`src/rtl/hdlc_txpool_pkg.sv`:
```
package hdlc_txpool_pkg;
  // Strobes from the control unit to the store/pointer datapath
  typedef struct packed {
    logic wrByte;    // store host byte at write pointer
    logic commit;    // make loaded bytes visible to the reader
    logic markEnd;   // record frame end position
    logic pop;       // advance read pointer
    logic relBlk;    // hand held space back to the host
    logic rewind;    // restart reading at frame base
    logic flush;     // empty the store
    logic markBase;  // record frame start position
  } dpStrobe_t;
endpackage

```
`src/rtl/hdlc_txpool_dp.sv`:
```
module hdlc_txpool_dp
  import hdlc_txpool_pkg::*;
#(
  parameter int DEPTH = 64,
  localparam int AW = $clog2(DEPTH),
  localparam int PW = AW + 1
) (
  input  logic          clk,
  input  logic          rstN,
  input  dpStrobe_t     stb,
  input  logic [7:0]    wrData,
  input  logic [PW-1:0] blkSize,
  output logic [7:0]    rdData,
  output logic          avail,
  output logic          full,
  output logic          atEnd,
  output logic          blkDone,
  output logic          firstHeld
);
  logic [7:0]    mem [DEPTH];
  logic [PW-1:0] wrPtr, commitPtr, endPtr, rdPtr, relPtr, frameBase;
  logic [PW-1:0] wrNext, rdNext;

  assign wrNext    = wrPtr + PW'(stb.wrByte);
  assign rdNext    = rdPtr + PW'(1);
  assign rdData    = mem[rdPtr[AW-1:0]];
  assign avail     = rdPtr != commitPtr;
  assign full      = (wrPtr - relPtr) == PW'(DEPTH);
  assign atEnd     = rdNext == endPtr;
  assign blkDone   = (rdNext - relPtr) == blkSize;
  assign firstHeld = relPtr == frameBase;

  always_ff @(posedge clk) begin
    if (stb.wrByte) mem[wrPtr[AW-1:0]] <= wrData;
  end

  always_ff @(posedge clk) begin
    if (!rstN || stb.flush) begin
      wrPtr     <= '0;
      commitPtr <= '0;
      endPtr    <= '0;
      rdPtr     <= '0;
      relPtr    <= '0;
      frameBase <= '0;
    end else begin
      wrPtr <= wrNext;
      if (stb.commit)   commitPtr <= wrNext;
      if (stb.markEnd)  endPtr    <= wrNext;
      if (stb.rewind)   rdPtr     <= frameBase;
      else if (stb.pop) rdPtr     <= rdNext;
      if (stb.relBlk)   relPtr    <= rdNext;
      if (stb.markBase) frameBase <= rdPtr;
    end
  end

  // never more than DEPTH bytes between release and write pointers
  assert_hold_bound_R5: assert property (@(posedge clk) disable iff (!rstN)
    (wrPtr - relPtr) <= PW'(DEPTH));

  // the reader never runs past committed data
  assert_rd_window_R2: assert property (@(posedge clk) disable iff (!rstN)
    (rdPtr - relPtr) <= (commitPtr - relPtr));
endmodule

```
`src/rtl/hdlc_txpool_ctrl.sv`:
```
module hdlc_txpool_ctrl
  import hdlc_txpool_pkg::*;
#(
  parameter int DEPTH = 64,
  localparam int AW = $clog2(DEPTH),
  localparam int PW = AW + 1
) (
  input  logic          clk,
  input  logic          rstN,
  input  logic          cfgBigBlk,
  input  logic          wrEn,
  input  logic          cmdSend,
  input  logic          cmdEnd,
  input  logic          cmdReset,
  input  logic          ackPool,
  input  logic          ackUnder,
  input  logic          ackRepeat,
  input  logic          colDet,
  input  logic          txReady,
  input  logic          avail,
  input  logic          full,
  input  logic          atEnd,
  input  logic          blkDone,
  input  logic          firstHeld,
  output dpStrobe_t     stb,
  output logic [PW-1:0] blkSize,
  output logic          txValid,
  output logic          txFirst,
  output logic          txLast,
  output logic          abortReq,
  output logic          irqPool,
  output logic          irqUnder,
  output logic          irqRepeat
);
  localparam int SMALL_BLK = DEPTH / 4;
  localparam int LARGE_BLK = DEPTH / 2;

  logic inFrame, endArmed, lock;
  logic colHit, doPop, doUnder, doRepeat, flushNow;

  assign blkSize = cfgBigBlk ? PW'(LARGE_BLK) : PW'(SMALL_BLK);
  assign lock    = irqUnder | irqRepeat;
  assign txValid = avail;
  assign txFirst = avail && !inFrame;
  assign txLast  = avail && endArmed && atEnd;

  always_comb begin
    colHit   = colDet && inFrame && !cmdReset;
    doRepeat = colHit && !firstHeld;
    doPop    = avail && txReady && !cmdReset && !colHit;
    doUnder  = inFrame && !avail && txReady && !cmdReset && !colHit;
    flushNow = cmdReset || doRepeat || doUnder;

    stb          = '0;
    stb.flush    = flushNow;
    stb.rewind   = colHit && firstHeld;
    stb.pop      = doPop;
    stb.markBase = doPop && !inFrame;
    stb.relBlk   = doPop && (blkDone || txLast);
    stb.wrByte   = wrEn && !lock && !full && !flushNow;
    stb.commit   = (cmdSend || cmdEnd) && !lock && !flushNow;
    stb.markEnd  = cmdEnd && !lock && !flushNow && !endArmed;
  end

  always_ff @(posedge clk) begin
    if (!rstN) begin
      inFrame   <= 1'b0;
      endArmed  <= 1'b0;
      abortReq  <= 1'b0;
      irqPool   <= 1'b0;
      irqUnder  <= 1'b0;
      irqRepeat <= 1'b0;
    end else begin
      abortReq <= cmdReset || doUnder;

      if (flushNow || stb.rewind) inFrame <= 1'b0;
      else if (doPop)             inFrame <= !txLast;

      if (flushNow)              endArmed <= 1'b0;
      else if (doPop && txLast)  endArmed <= 1'b0;
      else if (stb.markEnd)      endArmed <= 1'b1;

      if (stb.relBlk || cmdReset) irqPool <= 1'b1;
      else if (ackPool)           irqPool <= 1'b0;

      if (doUnder)        irqUnder <= 1'b1;
      else if (ackUnder)  irqUnder <= 1'b0;

      if (doRepeat)       irqRepeat <= 1'b1;
      else if (ackRepeat) irqRepeat <= 1'b0;
    end
  end

  // nothing is offered while an underrun or repeat is pending
  assert_lock_idle_R9: assert property (@(posedge clk) disable iff (!rstN)
    (irqUnder || irqRepeat) |-> !txValid);

  // an underrun always comes with an abort request
  assert_under_aborts_R6: assert property (@(posedge clk) disable iff (!rstN)
    $rose(irqUnder) |-> abortReq);

  // a repeat request never aborts
  assert_repeat_silent_R8: assert property (@(posedge clk) disable iff (!rstN)
    $rose(irqRepeat) |-> !abortReq);

  // a rewind re-offers the frame start at once
  assert_rewind_restart_R7: assert property (@(posedge clk) disable iff (!rstN)
    (colDet && inFrame && firstHeld && !cmdReset) |=> (txValid && txFirst && !irqRepeat));

  // reset command aborts, empties and signals pool ready
  assert_reset_cmd_R10: assert property (@(posedge clk) disable iff (!rstN)
    cmdReset |=> (abortReq && irqPool && !txValid));
endmodule

```
`src/rtl/hdlc_txpool.sv`:
```
module hdlc_txpool
  import hdlc_txpool_pkg::*;
#(
  parameter int DEPTH = 64
) (
  input  logic       clk,
  input  logic       rstN,
  input  logic       cfgBigBlk,
  input  logic       wrEn,
  input  logic [7:0] wrData,
  input  logic       cmdSend,
  input  logic       cmdEnd,
  input  logic       cmdReset,
  input  logic       ackPool,
  input  logic       ackUnder,
  input  logic       ackRepeat,
  output logic       irqPool,
  output logic       irqUnder,
  output logic       irqRepeat,
  output logic       txValid,
  input  logic       txReady,
  output logic [7:0] txData,
  output logic       txFirst,
  output logic       txLast,
  output logic       abortReq,
  input  logic       colDet
);
  localparam int PW = $clog2(DEPTH) + 1;

  dpStrobe_t     stb;
  logic [PW-1:0] blkSize;
  logic          avail, full, atEnd, blkDone, firstHeld;

  hdlc_txpool_ctrl #(.DEPTH(DEPTH)) ctrl_i (
    .clk(clk), .rstN(rstN), .cfgBigBlk(cfgBigBlk), .wrEn(wrEn),
    .cmdSend(cmdSend), .cmdEnd(cmdEnd), .cmdReset(cmdReset),
    .ackPool(ackPool), .ackUnder(ackUnder), .ackRepeat(ackRepeat),
    .colDet(colDet), .txReady(txReady),
    .avail(avail), .full(full), .atEnd(atEnd), .blkDone(blkDone), .firstHeld(firstHeld),
    .stb(stb), .blkSize(blkSize),
    .txValid(txValid), .txFirst(txFirst), .txLast(txLast), .abortReq(abortReq),
    .irqPool(irqPool), .irqUnder(irqUnder), .irqRepeat(irqRepeat)
  );

  hdlc_txpool_dp #(.DEPTH(DEPTH)) dp_i (
    .clk(clk), .rstN(rstN), .stb(stb), .wrData(wrData), .blkSize(blkSize),
    .rdData(txData), .avail(avail), .full(full), .atEnd(atEnd),
    .blkDone(blkDone), .firstHeld(firstHeld)
  );
endmodule

```
`config.mk`:
```
export PLATFORM = sky130hd
export DESIGN_NAME = hdlc_txpool
export DESIGN_NICKNAME = d
export VERILOG_FILES = /design/src/rtl/hdlc_txpool_pkg.sv /design/src/rtl/hdlc_txpool_dp.sv /design/src/rtl/hdlc_txpool_ctrl.sv /design/src/rtl/hdlc_txpool.sv
export SDC_FILE = /design/constraint.sdc
export NUM_CORES = 1
export LEC_CHECK = 0
export BUFFER_PORTS_ARGS = -buffer_cell sky130_fd_sc_hd__buf_2
export CORE_ASPECT_RATIO = 0.8
export CORE_MARGIN = 2
export CORE_UTILIZATION = 56
export DETAILED_ROUTE_END_ITERATION = 16
export HOLD_SLACK_MARGIN = 0.02
export PLACE_DENSITY = 0.78
export SLEW_MARGIN = 15
export SYNTH_ARGS = -nofsm -noshare
export SYNTH_HDL_FRONTEND = slang
export SYNTH_SLANG_ARGS = --single-unit
```
`constraint.sdc`:
```
create_clock -name clk -period 3.4 [get_ports clk]
set_clock_uncertainty 0.2 [all_clocks]
set_input_delay 0.34 -clock clk [delete_from_list [all_inputs] [get_ports clk]]
set_output_delay 0.34 -clock clk [all_outputs]
set_load 0.02 [all_outputs]
```
**Yosys cells after proc, flatten, opt, wreduce, memory -nomap -nowiden**

Memory sizes are Yosys's and may differ from the RTL's. A register that Yosys moved wholly into a read port is not among the register bits.
Cells that the tools add are included.

- Register bits: 48
- Bits in writable memories: 512
- Output and inout bits: 15
- Memories kept: 1

- Add/sub/neg operators: 4
- Equal/unequal tests: 5
- Muxes and demuxes: 13
- Bitwise gates (word level): 2
- Reductions and logical operators: 50

Memory list:

| memory | depth | bits a word | read ports | clocked after Yosys merged registers in | write ports | RTL line | source |
|---|---|---|---|---|---|---|---|
| dp_i.mem | 64 | 8 | 1 | 1 | 1 | hdlc_txpool_dp.sv:20 | `logic [7:0] mem [DEPTH];` |

Operators with widths:

| cell | number |
|---|---|
| $logic_and A1 B1 Y1 | 25 |
| $mux W6 | 3 |
| $eq A7 B7 Y1 | 2 |
| $mux W7 | 2 |
| $sub A7 B7 Y7 | 2 |
| $logic_not A1 Y1 | 11 |
| $logic_or A1 B1 Y1 | 8 |
| $mux W1 | 8 |
| $reduce_bool A2 Y1 | 4 |
| $add A7 B1 Y7 | 1 |
| $add A7 B1 Y7 const B | 1 |
| $eq A7 B6 Y1 | 1 |
| $eq A7 B7 Y1 const B | 1 |
| $ne A7 B7 Y1 | 1 |
| $reduce_or A3 Y1 | 1 |
| $reduce_or A2 Y1 | 1 |
| $not A1 Y1 | 1 |
| $or A1 B1 Y1 | 1 |

**Depth between registers and ports, before layout**

- Word-level depth: 11
- Depth in mapped cells: 17
- Depth with buffers taken out: 16

**Hierarchy**

From an unflattened synthesis, not the netlist that was laid out.

- Cells, all modules: 1296
- Area total of the unflattened synthesis: 23004.6 um^2

Modules (own cells, without submodules):

| module | instances | cells each | area each (um^2) | sequential area each (um^2) |
|---|---|---|---|---|
| hdlc_txpool_dp | 1 | 1244 | 22587.9 | 16335.7 |
| hdlc_txpool_ctrl | 1 | 52 | 416.6 | 120.1 |

**Worst setup path before layout**

No wires, ideal clock.

- Path type: register to register
- Start point: register dp_i.wrPtr[1]
- End point: register dp_i.commitPtr[6]
- Setup time: 0.128 ns
- Arrival: 3.091 ns
- Data required time: 3.072 ns
- Setup slack: -0.018 ns
- Cell stages (with the launch flop): 17
- Buffers on the path: 1
- Cell sequence: dfxtp_1 > ha_1 > nor2b_1 > o21ai_1 > a21boi_1 > o21a_1 > or4_1 > a221oi_1 > buf_2 > nor2_1 > ha_1 > ha_1 > nand2_1 > nor2_1 > xor2_1 > mux2i_1 > nor2_1

- Word-level cells in the longest chain between the ends: 6

RTL lines:

| what | RTL line | source |
|---|---|---|
| from (decl) | hdlc_txpool_dp.sv:21 | `logic [PW-1:0] wrPtr, commitPtr, endPtr, rdPtr, relPtr, frameBase;` |
| from (signal assigned) | hdlc_txpool_dp.sv:46 | `wrPtr <= wrNext;` |
| $sub A7 B7 Y7 | hdlc_txpool_dp.sv:28 | `assign full = (wrPtr - relPtr) == PW'(DEPTH);` |
| $eq A7 B7 Y1 | hdlc_txpool_dp.sv:28 |  |
| $logic_not A1 Y1 | hdlc_txpool_ctrl.sv:60 | `stb.wrByte = wrEn && !lock && !full && !flushNow;` |
| $logic_and A1 B1 Y1 (2 in series) | hdlc_txpool_ctrl.sv:60 |  |
| $add A7 B1 Y7 * | hdlc_txpool_dp.sv:24 | `assign wrNext = wrPtr + PW'(stb.wrByte);` |
| to (signal assigned) | hdlc_txpool_dp.sv:47 | `if (stb.commit) commitPtr <= wrNext;` |
| to (decl) | hdlc_txpool_dp.sv:21 |  |

Every way passes the cells marked *; elsewhere a longest branch is shown, timed or not.
A chain may end at the register's enable or synchronous reset.

==> impl_metrics.ini <==
[place]
placed_cell_area_mm2 = 0.0248
dp_hpwl_um = 34400
post-place-ws_ps = -116
gp_congestion = 0.877
io_buffers = 34

[detailed_routing]
dr_wl_met2_um = 27800
wl_met1_um = 22100
routed.top_layer = met5
routed_wl_um = 57900
vias = 12800
drtPass1Iterations = 5
route.met3.wl_um = 6760
drt-vias-per-instance = 6.55
drt_iter0_drc = 1788
post_drt_wl_per_cell_um = 29.7
drc = 0
ant_nets = 0

[final_layout]
final_layout_size_suffix_gt1_share_pct = 36.2
syn_to_final_growth_pct = 19.0
n_antenna_cell = 0
num-nets-final = 1401
fillerInstances = 2491
design_area_mm2 = 0.0273
seq_area_mm2 = 0.0165
multi_input_area_mm2 = 0.00649
final_common_cell = edfxtp_1
final_cell_mix = edfxtp_1 (512), mux4_2 (161), buf_4 (139), clkbuf_16 (53), dfxtp_1 (49)

[synthesis]
synth.avg_cell_area_um2 = 19.6
ys_async_sr_fraction_pct = 0
synth_edf_count = 512
yosysWarnings = 0
syn_nets = 1208
synth-seq-cells = 566
ys_types = 54
synth.cell_area_mm2 = 0.0230
syn-instance-count = 1173
synth_ff_type = edfxtp_1
seq_area_frac_synth_pct = 71.6

[global_routing]
antenna_found_initial = 3
grt_pass1_vias = 12700
gr-usage-all-layers_pct = 27.8
grt_max_degree = 65
grt-ovfl-total = 0
grt_first_pass_wirelength_um = 85200

[critical_path]
worst_setup_path_start_kind = register
cp.required_ps = 2860
path_cells = buf_12 > buf_16 > mux4_2 > mux4_2 > mux2i_1 > a21oi_2 > buf_4
worst_setup_path_end_kind = output port
critPathBufInv = 3
crit_top_cell = mux4_2
critPathArrivalTime_ps = 3140
path_delay_family = multiplexers
cpMaxStageDelayCell = mux4_2
r2r_slack_ps = 120
critPathMaxStageDelay_ps = 550
cp_max_fo = 16
critPathKind = register to output port

[sta]
timing.hold.ws_ps = 73.1
rsz0062_at_grt = true
slew_viol_final = 0
fin_crit_sh_pct = 108
hold_viol = 0
layout_min_cycle_time_ps = 3680
setup_ws_ps = -285
max_slew_margin_pct = 25.9
tightest_slew_ps = 1110
max_freq_mhz = 271
finalSetupViolations = 8

[pwr]
power.density_mw_per_mm2 = 499
peakVddDrop_mv = 0.462
p_leak_nw = 8.83

[hold_path]
min_path_type = primary input to register

[clock_tree]
cts.sinks = 566
clk_pin_slew_ps = 60
cts_tree = done
clk-insertion-delay-late_ps = 580
cts-root-buf = clkbuf_16
clock_path_buffers = 3
htree_levels = 2
cts_buffers = 52

[floorplan]
start_util_pct = 56.6
die_area_mm2 = 0.0427
die_w_um = 230
coreArea_mm2 = 0.0405
floorplan.rows = 66
fp.dieH_um = 185
ioPinCount = 35

[status]
violations = setup timing
outcome = finished, violations left

[job]
maxCapViolations = 0
-- worst reg2reg max path: stages (launching register included) --
cell	delay, ps
dfxtp_2	330
inv_2	50
ha_4	200
nor2b_1	120
o21ai_1	150
a21boi_1	100
o21a_1	210
or4_4	490
a221oi_4	320
buf_4	180
buf_4	320
nor4_1	160
buf_4	210
-- path summary, 6_finish.rpt --
path                       endpoint  cells after the start            from
setup / recovery          txData[5]                      7        register
hold / removal    dp_i.commitPtr[4]                      4         cmdSend
setup reg to reg    dp_i.mem[52][6]                     12  dp_i.relPtr[1]
hold reg to reg      dp_i.relPtr[4]                      2  dp_i.relPtr[4]
-- power breakdown --
group	total (W)	internal (W)	switching, W
logic	0.000336	0.000103	0.000234
registers	0.00758	0.00758	0.00000387
clock network	0.00570	0.00318	0.00252
total	0.0136	0.0109	0.00276
-- state kept, by name (all words and copies together) (netlist names), named ones only --
name              cells
ctrl_i.irqPool        1
ctrl_i.inFrame        1
dp_i.relPtr           7
ctrl_i.endArmed       1
dp_i.frameBase        7
dp_i.rdPtr            7
dp_i.mem            512
dp_i.commitPtr        7
ctrl_i.irqRepeat      1
dp_i.endPtr           7
ctrl_i.irqUnder       1
dp_i.wrPtr            7
ctrl_i.abortReq       1
-- Yosys cell counts, types with 3 or more instances --
library cell / instances / area, µm²
or2_2: 3 / 18.8
nor2_1: 29 / 109
or3_1: 6 / 37.5
a22oi_1: 4 / 30.0
nand3_1: 12 / 60.1
nor2b_1: 15 / 93.8
nor4_2: 4 / 50.1
xnor2_1: 17 / 149
nor4_1: 63 / 394
o21ai_0: 9 / 45.0
nor3_1: 6 / 30.0
buf_4: 10 / 75.1
nand3b_1: 7 / 52.6
and2_1: 3 / 18.8
inv_1: 13 / 48.8
dfxtp_1: 54 / 1080
nand2b_1: 5 / 31.3
buf_1: 13 / 48.8
clkbuf_1: 27 / 101
xor2_1: 20 / 175
mux4_2: 161 / 3630
a21oi_1: 27 / 135
and3_1: 9 / 56.3
a211oi_1: 8 / 60.1
edfxtp_1: 512 / 15400
mux2i_1: 28 / 280
ha_1: 15 / 188
nand2_1: 37 / 139
buf_2: 21 / 105
buf_6: 5 / 56.3
-- per-stage QoR --
| stage | cells | setup TNS, ps | total power [W] | util (%) |
|---|---|---|---|---|
| finish | 1951 | -1930 | 0.0136 | 67.4 |
| global route | 1951 | -2510 | 0.0139 | 67.4 |
| CTS | 1938 | -2080 | 0.0136 | 66.8 |
| detailed placement | 1811 | -4880 | 0.00803 | 61.1 |
| global placement | 1811 | -1930 | 0.00802 | 61.1 |
| floorplan | 1173 | 0 | 0.00783 | - |
-- layout make-up --
class	instances	share of cell area [%]
Timing Repair Buffer	216	7.37
Sequential cell	566	60.3
Inverter	13	0.179
Clock buffer	68	5.10
Clock inverter	27	0.842
Tap cell	544	2.49
Multi-Input combinational cell	517	23.8
-- repair_timing --
item | 4_1_cts | 5_1_grt
hold buffers | 13 | 0
buffers inserted | 12 | 16
pin swaps | 14 | 20
gates cloned | 7 | 0
endpoints found under the hold margin | 30 | 0
resized for setup | 55 | 36
setup endpoints to repair | 86 | 508
-- routing by layer --
| layer | up-vias | global-route usage, % |
|---|---|---|
| li1 | 5224 | - |
| met1 | 6550 | 38.9 |
| met2 | 894 | 44.0 |
| met3 | 114 | 7.34 |
| met4 | 6 | 7.51 |
| met5 | - | 0 |
-- logic make-up after synthesis --
group	count (synthesis)	share of synthesized area (%)
compound gates	67	1.99
flops	566	71.6
buf+inv	90	1.92
mux	189	17.0
xor+xnor	38	1.51
simple gates	208	5.11
fa+ha+maj	15	0.817
Note: power is estimated with default switching activity, not from simulation.
